**src/rtl/ocp_pkg.sv**
```systemverilog
package ocp_pkg;

  typedef enum logic [1:0] {
    LVL_3A     = 2'b00,
    LVL_4A     = 2'b01,
    LVL_5A     = 2'b10,
    LVL_5A_ALT = 2'b11
  } lvl_e;

  // Folds the spare code onto the highest real level.
  function automatic logic [1:0] clamp_level(input logic [1:0] sel);
    logic [1:0] r;
    unique case (sel)
      LVL_3A:  r = LVL_3A;
      LVL_4A:  r = LVL_4A;
      default: r = LVL_5A;
    endcase
    return r;
  endfunction

endpackage

```
**src/rtl/ocp_blank_timer.sv**
```systemverilog
module ocp_blank_timer #(
  parameter int unsigned BLANK_CYC = 11
) (
  input  logic clk,
  input  logic rst_n,
  input  logic start,
  input  logic active,
  output logic done
);
  localparam int unsigned CNT_W = $clog2(BLANK_CYC + 2);
  localparam logic [CNT_W-1:0] LOAD = CNT_W'(BLANK_CYC);

  logic [CNT_W-1:0] cnt_q;

  always_ff @(posedge clk) begin
    if (!rst_n)                      cnt_q <= '0;
    else if (start)                  cnt_q <= LOAD;
    else if (active && cnt_q != '0)  cnt_q <= cnt_q - 1'b1;
  end

  assign done = (cnt_q == '0);
endmodule

```
**src/rtl/ocp_valley_mon.sv**
```systemverilog
module ocp_valley_mon (
  input  logic clk,
  input  logic rst_n,
  input  logic valley,
  input  logic sw_tick,
  output logic evt
);
  logic seen_q;
  logic evt_q;

  always_ff @(posedge clk) begin
    if (!rst_n) begin
      seen_q <= 1'b0;
      evt_q  <= 1'b0;
    end else if (sw_tick) begin
      evt_q  <= seen_q | valley;
      seen_q <= 1'b0;
    end else begin
      evt_q  <= 1'b0;
      seen_q <= seen_q | valley;
    end
  end

  assign evt = evt_q;
endmodule

```
**src/rtl/ocp_level_map.sv**
```systemverilog
module ocp_level_map
  import ocp_pkg::*;
(
  input  logic       clk,
  input  logic       rst_n,
  input  logic [1:0] sel,
  output logic [1:0] lvl
);
  logic [1:0] lvl_q;

  always_ff @(posedge clk) begin
    if (!rst_n) lvl_q <= 2'b00;
    else        lvl_q <= clamp_level(sel);
  end

  assign lvl = lvl_q;
endmodule

```
**src/rtl/ocp_gate.sv**
```systemverilog
module ocp_gate #(
  parameter int unsigned BLANK_CYC = 11
) (
  input  logic       clk,
  input  logic       rst_n,
  input  logic       pwm_dem,
  input  logic       sw_tick,
  input  logic       hs_oc,
  input  logic       ls_oc,
  input  logic [1:0] lvl_sel,
  output logic       hs_en,
  output logic       ls_en,
  output logic       hs_evt,
  output logic       ls_evt,
  output logic [1:0] dac_lvl
);
  logic hs_q, ls_q, trunc_q, hs_evt_q;
  logic hs_d, blank_done, cut, valley, trunc_live, turn_on;

  // Valley limit only counts while the low side is conducting.
  assign valley     = ls_q & ls_oc;
  assign cut        = hs_q & blank_done & hs_oc;
  assign trunc_live = trunc_q & ~sw_tick;

  always_comb begin
    if (cut)       hs_d = 1'b0;
    else if (hs_q) hs_d = pwm_dem;
    else           hs_d = pwm_dem & ~trunc_live & ~valley;
  end

  assign turn_on = hs_d & ~hs_q;

  always_ff @(posedge clk) begin
    if (!rst_n) begin
      hs_q     <= 1'b0;
      ls_q     <= 1'b0;
      trunc_q  <= 1'b0;
      hs_evt_q <= 1'b0;
    end else begin
      hs_q     <= hs_d;
      ls_q     <= ~hs_d;
      hs_evt_q <= cut;
      if (cut)          trunc_q <= 1'b1;
      else if (sw_tick) trunc_q <= 1'b0;
    end
  end

  ocp_blank_timer #(.BLANK_CYC(BLANK_CYC)) u_blank (
    .clk    (clk),
    .rst_n  (rst_n),
    .start  (turn_on),
    .active (hs_q),
    .done   (blank_done)
  );

  ocp_valley_mon u_valley (
    .clk     (clk),
    .rst_n   (rst_n),
    .valley  (valley),
    .sw_tick (sw_tick),
    .evt     (ls_evt)
  );

  ocp_level_map u_lvl (
    .clk   (clk),
    .rst_n (rst_n),
    .sel   (lvl_sel),
    .lvl   (dac_lvl)
  );

  assign hs_en  = hs_q;
  assign ls_en  = ls_q;
  assign hs_evt = hs_evt_q;
endmodule

```
**config.mk**
```make
export PLATFORM = sky130hd
export DESIGN_NAME = ocp_gate
export DESIGN_NICKNAME = d
export VERILOG_FILES = /design/src/rtl/ocp_pkg.sv /design/src/rtl/ocp_blank_timer.sv /design/src/rtl/ocp_valley_mon.sv /design/src/rtl/ocp_level_map.sv /design/src/rtl/ocp_gate.sv
export SDC_FILE = /design/constraint.sdc
export NUM_CORES = 1
export LEC_CHECK = 0
export ABC_AREA = 1
export BUFFER_PORTS_ARGS = -buffer_cell sky130_fd_sc_hd__buf_2
export CORE_MARGIN = 10
export CORE_UTILIZATION = 35
export CTS_CLUSTER_DIAMETER = 120
export CTS_CLUSTER_SIZE = 20
export DETAILED_ROUTE_END_ITERATION = 7
export PLACE_DENSITY = 0.68
export SETUP_SLACK_MARGIN = 0.5
export SLEW_MARGIN = 20
export SYNTH_ARGS = -nofsm -noshare
export SYNTH_HDL_FRONTEND = slang
export SYNTH_HIERARCHICAL = 1
export SYNTH_SLANG_ARGS = --single-unit
```
**constraint.sdc**
```tcl
create_clock -name clk -period 2.2 [get_ports clk]
set_input_delay 0.11 -clock clk [delete_from_list [all_inputs] [get_ports clk]]
set_output_delay 0.11 -clock clk [all_outputs]
set_load 0.03 [all_outputs]
```
# Yosys cells after proc, flatten, opt, wreduce, memory -nomap -nowiden
# Index checks and enable logic that the tools add are counted.
dict set report totals {
  reg_bits 12
  out_inout_bits 6
  elab_cells 41
}
dict set report op_classes {
  add_sub_neg 1
  eq_ne 1
  muxes 7
  n_bitwise 14
  reduce_logical 9
}
# cell n
set ops {}
lappend ops {{4-bit 2-to-1 mux} 2}
lappend ops {{1-bit bitwise AND} 7}
lappend ops {{1-bit NOT} 6}
lappend ops {{4-bit zero test} 1}
lappend ops {{1-bit 2-to-1 mux} 4}
lappend ops {{2-bit case mux with 2 select lines} 1}
lappend ops {{2-bit nonzero test} 2}
lappend ops {{4-bit nonzero test} 1}
lappend ops {{2-bit OR reduction} 2}
lappend ops {{4-bit by 1-bit subtractor with 4-bit output, second input constant} 1}
lappend ops {{2-bit by 1-bit == test with 1-bit output, second input constant} 1}
lappend ops {{2-bit zero test} 1}
lappend ops {{2-bit AND reduction} 1}
lappend ops {{1-bit logical AND} 1}
lappend ops {{1-bit OR} 1}

# Longest topological paths before layout
dict set report depth {
  word_depth 9
  ltp_mapped 14
}

# Modules after synthesis
# Netlist, hierarchy kept.
# mod instances cells_per_inst area_per_inst_um2
set by_module_without_submodules {}
lappend by_module_without_submodules {ocp_blank_timer 1 38 245.2}
lappend by_module_without_submodules {ocp_gate 1 21 161.4}
lappend by_module_without_submodules {ocp_valley_mon 1 8 62.6}
lappend by_module_without_submodules {ocp_level_map 1 6 57.6}

# Worst setup path before layout
# OpenSTA, ideal clock, no wires.
dict set report synth_timing {
  path_type {register to register}
  from {register u_blank.cnt_q[0]}
  to {register u_blank.cnt_q[3]}
  t_arrival_ps 1400
  required_ps 2091
  slack_ps 691
  path_stages_with_launch 15
  n_path_buf 0
  path_cell_list {dfxtp_1 inv_1 ha_1 nand2_2 inv_1 nand3_2 nand2_2 inv_2 nand2_1 nor2_1 inv_1 nand3_1 nand3_1 nand2_1 inv_1}
}
dict set report synth_between {
  elab_chain_len 6
  word_cells_on_any_way 11
}
# element line
set synth_lines {}
lappend synth_lines {{from (decl)} ocp_blank_timer.sv:13} ;# logic [CNT_W-1:0] cnt_q;
lappend synth_lines {{from (signal assigned)} ocp_blank_timer.sv:18} ;# else if (active && cnt_q != '0) cnt_q <= cnt_q - 1'b1;
lappend synth_lines {{4-bit zero test *} ocp_blank_timer.sv:21} ;# assign done = (cnt_q == '0);
lappend synth_lines {{via blank_done} ocp_gate.sv:18} ;# logic hs_d, blank_done, cut, valley, trunc_live, turn_on;
lappend synth_lines {{1-bit bitwise AND * (2 in series)} ocp_gate.sv:22} ;# assign cut = hs_q & blank_done & hs_oc;
lappend synth_lines {{1-bit 2-to-1 mux *} ocp_gate.sv:26} ;# if (cut) hs_d = 1'b0;
lappend synth_lines {{1-bit bitwise AND *} ocp_gate.sv:31} ;# assign turn_on = hs_d & ~hs_q;
lappend synth_lines {{via turn_on} ocp_gate.sv:18}
lappend synth_lines {{4-bit 2-to-1 mux or 2-bit nonzero test (tied branches)} -}
# The timed path passes the listed nets; every way through them passes the cells marked *. The select of a mux whose other input is x is not followed.
# A chain may end at the register's enable or synchronous reset.

# Worst setup path in the final report
dict set report layout_timing {
  from {register u_blank.cnt_q[1]}
  to {register u_blank.cnt_q[3]}
}
# Same word-level chain as after synthesis.

==> key figures <==
Logic synthesis
  • Yosys Warn Count: 6
  • Xor and xnor fraction of the mapped netlist area: 0%
  • Seq cells post-synth: 12
  • Adder-cell area share of the yosys netlist: 2.38%
  • Largest family of logic cells by synthesized area: simple AND/OR/NAND/NOR gates
  • Mapped Cells: 73
  • Mean Syn Cell Area: 7.22 um2
  • Synth Area in Simple Gates: 32.1%
  • Compound-Gate Fraction of Synth Area: 7.84%
  • Mux share of post-synthesis cell area: 0%
  • Unique masters post-synth: 16
  • Mapped Nets: 82
  • Post-Syn Area: 527 um2
  • Sequential element share of the synthesized area: 45.6%

Detailed routing
  • DRT iter0 DRCs: 3
  • Via-to-Cell Ratio: 4.43
  • Drt first pass iters: 2
  • Remaining antenna violation count after routing: 0
  • Via count: 465
  • Routed wire per std cell: 10.1 um
  • Residual DRC: 0
  • Total wire length: 1060 um

Power and ir drop
  • Worst IR Drop VDD: 0.000249 V
  • Pwr Density: 722 nW/um2
  • P_leak: 0.000360 uW

Global routing
  • Met2 GRT Util: 10.8%
  • Vias in the first global route: 470
  • First-pass GRT wire length: 1860 um
  • Largest net degree at the start of global routing: 10
  • Grt ovf: 0
  • Top Usage Layer GRT: met2
  • GRT Overall Usage: 7.09%
  • GR met3 Demand/Resource: 4.72%
  • Met1 Use GR: 6.78%
  • Initial antenna violation count: 0

STA
  • Final worst slack: 0.661 ns
  • Fin. max-slew vios: 0
  • Actual slew at the worst max-slew pin: 0.292 ns
  • RSZ-0062 raised after global routing: false
  • Max frequency: 650 MHz
  • Final setup fails: 0
  • Final Skew: 0.000276 ns
  • Fin crit share: 70.0%
  • Slew HR: 80.5%
  • Final setup TNS: 0 ns
  • Min Tclk post-route: 1.54 ns
  • Fin. Hold Viols: 0

Placed design
  • Setup Slack @ Placement: 0.550 ns
  • Final GP Congestion: 0.795
  • Input/output buffers: 13
  • HPWL Detailed: 833 um

Worst setup path
  • Slowest CP cell: dfxtp_2
  • Startpoint types: register
  • Critical path class: reg -> reg
  • R2R setup slack: 0.66 ns
  • Critical Path Sink Type: register
  • Max incr delay on CP: 0.34 ns
  • Reg-to-Reg Start: u_blank/cnt_q[1]$_SDFFE_PN0P_
  • FF-to-FF End: u_blank/cnt_q[3]$_SDFFE_PN0P_
  • Critical path peak fanout: 4
  • Worst EP required: 2.37 ns
  • Critical path cell sequence: inv_1 -> ha_4 -> nand2_2 -> inv_1 -> nand3_2 -> nand2_2 -> inv_2 -> nand2_1 -> nor2_2 -> inv_2 -> nand3_1 -> nand3_1 -> nand2_1 -> inv_1
  • R2R depth: 14
  • Worst EP arrival: 1.70 ns
  • Cell mode on critical path: inv_1

CTS
  • CTS tree: built
  • Root Driver: clkbuf_4
  • CTS clk-pin slew, worst paths: 0.07 ns
  • Post-CTS Hold Fix Bufs: 0
  • H-tree Lvls: 1
  • Worst-skew pair later-pin latency: 0.26 ns
  • Max clock buf depth: 2
  • TritonCTS buffer count: 3
  • TritonCTS Sinks: 12

Worst hold path
  • Worst Hold Launch: lvl_sel[1]
  • WHS Endpoint: u_lvl/lvl[0]$_SDFF_PN0_
  • Hold path cells: 2
  • Hold Path Class: in -> reg

Status
  • Outcome: finished, final reports clean

Die
  • Die span in y: 58.8 um
  • Die area: 3460 um2
  • Initial Util: 38.6%
  • I/O pin total: 14
  • # rows: 13
  • Die width: 58.8 um
  • Core area: 1370 um2

Cells and area
  • Fraction of layout cells with a size suffix above 1: 34.4%
  • Layout Nets: 101
  • Commonest non-fill, non-tap cells in the layout: 14 x nand2_1, 14 x inv_1, 13 x buf_2
  • Ant diodes: 0
  • Final core occ: 48.1%
  • Area grow syn2layout: 24.7%

Run
  • Max-Cap Viols: 0
## per-layer routing
metal	up-vias	routed length (um)
li1	254	-
met1	199	434
met2	10	527
met3	2	71
met4	0	27
met5	-	0
## worst max path at each step
stage | slack [ns] | depth (start not counted) | startpoint | end
floorplan | 0.69 | 14 | u_blank/cnt_q[0]$_SDFFE_PN0P_ | u_blank/cnt_q[3]$_SDFFE_PN0P_
global placement | 0.60 | 14 | u_blank/cnt_q[0]$_SDFFE_PN0P_ | u_blank/cnt_q[3]$_SDFFE_PN0P_
detailed placement | 0.55 | 14 | u_blank/cnt_q[0]$_SDFFE_PN0P_ | u_blank/cnt_q[3]$_SDFFE_PN0P_
CTS | 0.54 | 14 | u_blank/cnt_q[0]$_SDFFE_PN0P_ | u_blank/cnt_q[3]$_SDFFE_PN0P_
global route | 0.49 | 14 | u_blank/cnt_q[1]$_SDFFE_PN0P_ | u_blank/cnt_q[3]$_SDFFE_PN0P_
finish | 0.66 | 14 | u_blank/cnt_q[1]$_SDFFE_PN0P_ | u_blank/cnt_q[3]$_SDFFE_PN0P_
## repair_timing
item,CTS,global route
setup buffers,0,1
resized for setup,0,6
setup endpoints to repair,0,2
## logic make-up after synthesis
kind of cell               count (synthesis)
DFF                                       12
buffers and inverters                     17
and+or+nand+nor                           36
AOI/OAI and AO/OA                          7
adders and majority gates                  1
## critical path: cells and delay by family (launching register included)
family / cells / cell delay, ns
adders and majority gates: 1 / 0.17
buffers and inverters: 5 / 0.28
DFF: 1 / 0.34
and+or+nand+nor: 8 / 0.65
## per-stage QoR
step	hold slack (ns)	cells	area, um2	total power, uW
CTS	0.00543	104	633	471
finish	0.0178	105	657	475
floorplan	0.177	73	527	317
global placement	0.290	101	611	340
global route	0.0106	105	657	514
detailed placement	0.291	101	611	342
## cell usage after synthesis
| cell | count | share of area (%) |
|---|---|---|
| a21boi_1 | 1 | 1.4 |
| dfxtp_1 | 12 | 46 |
| nor2_1 | 9 | 6.4 |
| nand2_1 | 14 | 10 |
| nand3_1 | 5 | 4.7 |
| nand2_2 | 3 | 3.6 |
| nor3_1 | 1 | 0.95 |
| inv_2 | 1 | 0.71 |
| a21oi_1 | 3 | 2.8 |
| a21oi_2 | 1 | 1.7 |
| ha_1 | 1 | 2.4 |
| nand2_4 | 1 | 2.1 |
| nor2_2 | 2 | 2.4 |
| nand3_2 | 1 | 1.9 |
| inv_1 | 16 | 11 |
| o21ai_1 | 2 | 1.9 |
## power breakdown
part | internal (uW) | switching (uW) | leakage [uW]
Combinational | 41.8 | 64.3 | 0.000247
Sequential | 232 | 10.9 | 0.0000990
Clock | 63.2 | 62.5 | 0.0000138
## state kept, by name, summed over array words and instances, names as in the netlist
name,count
u_lvl/lvl,2
hs_evt,1
u_valley/seen_q,1
trunc_q,1
u_valley/evt,1
u_blank/cnt_q,4
hs_en,1
ls_en,1
## layout make-up
type,count,area (um2)
Fill cell,146,709
Timing Repair Buffer,14,72.6
Multi-Input combinational cell,44,238
Clock buffer,3,22.5
Tap cell,15,18.8
Inverter,17,63.8
Sequential cell,12,241
No activity file was read; power rests on OpenSTA's default activity.
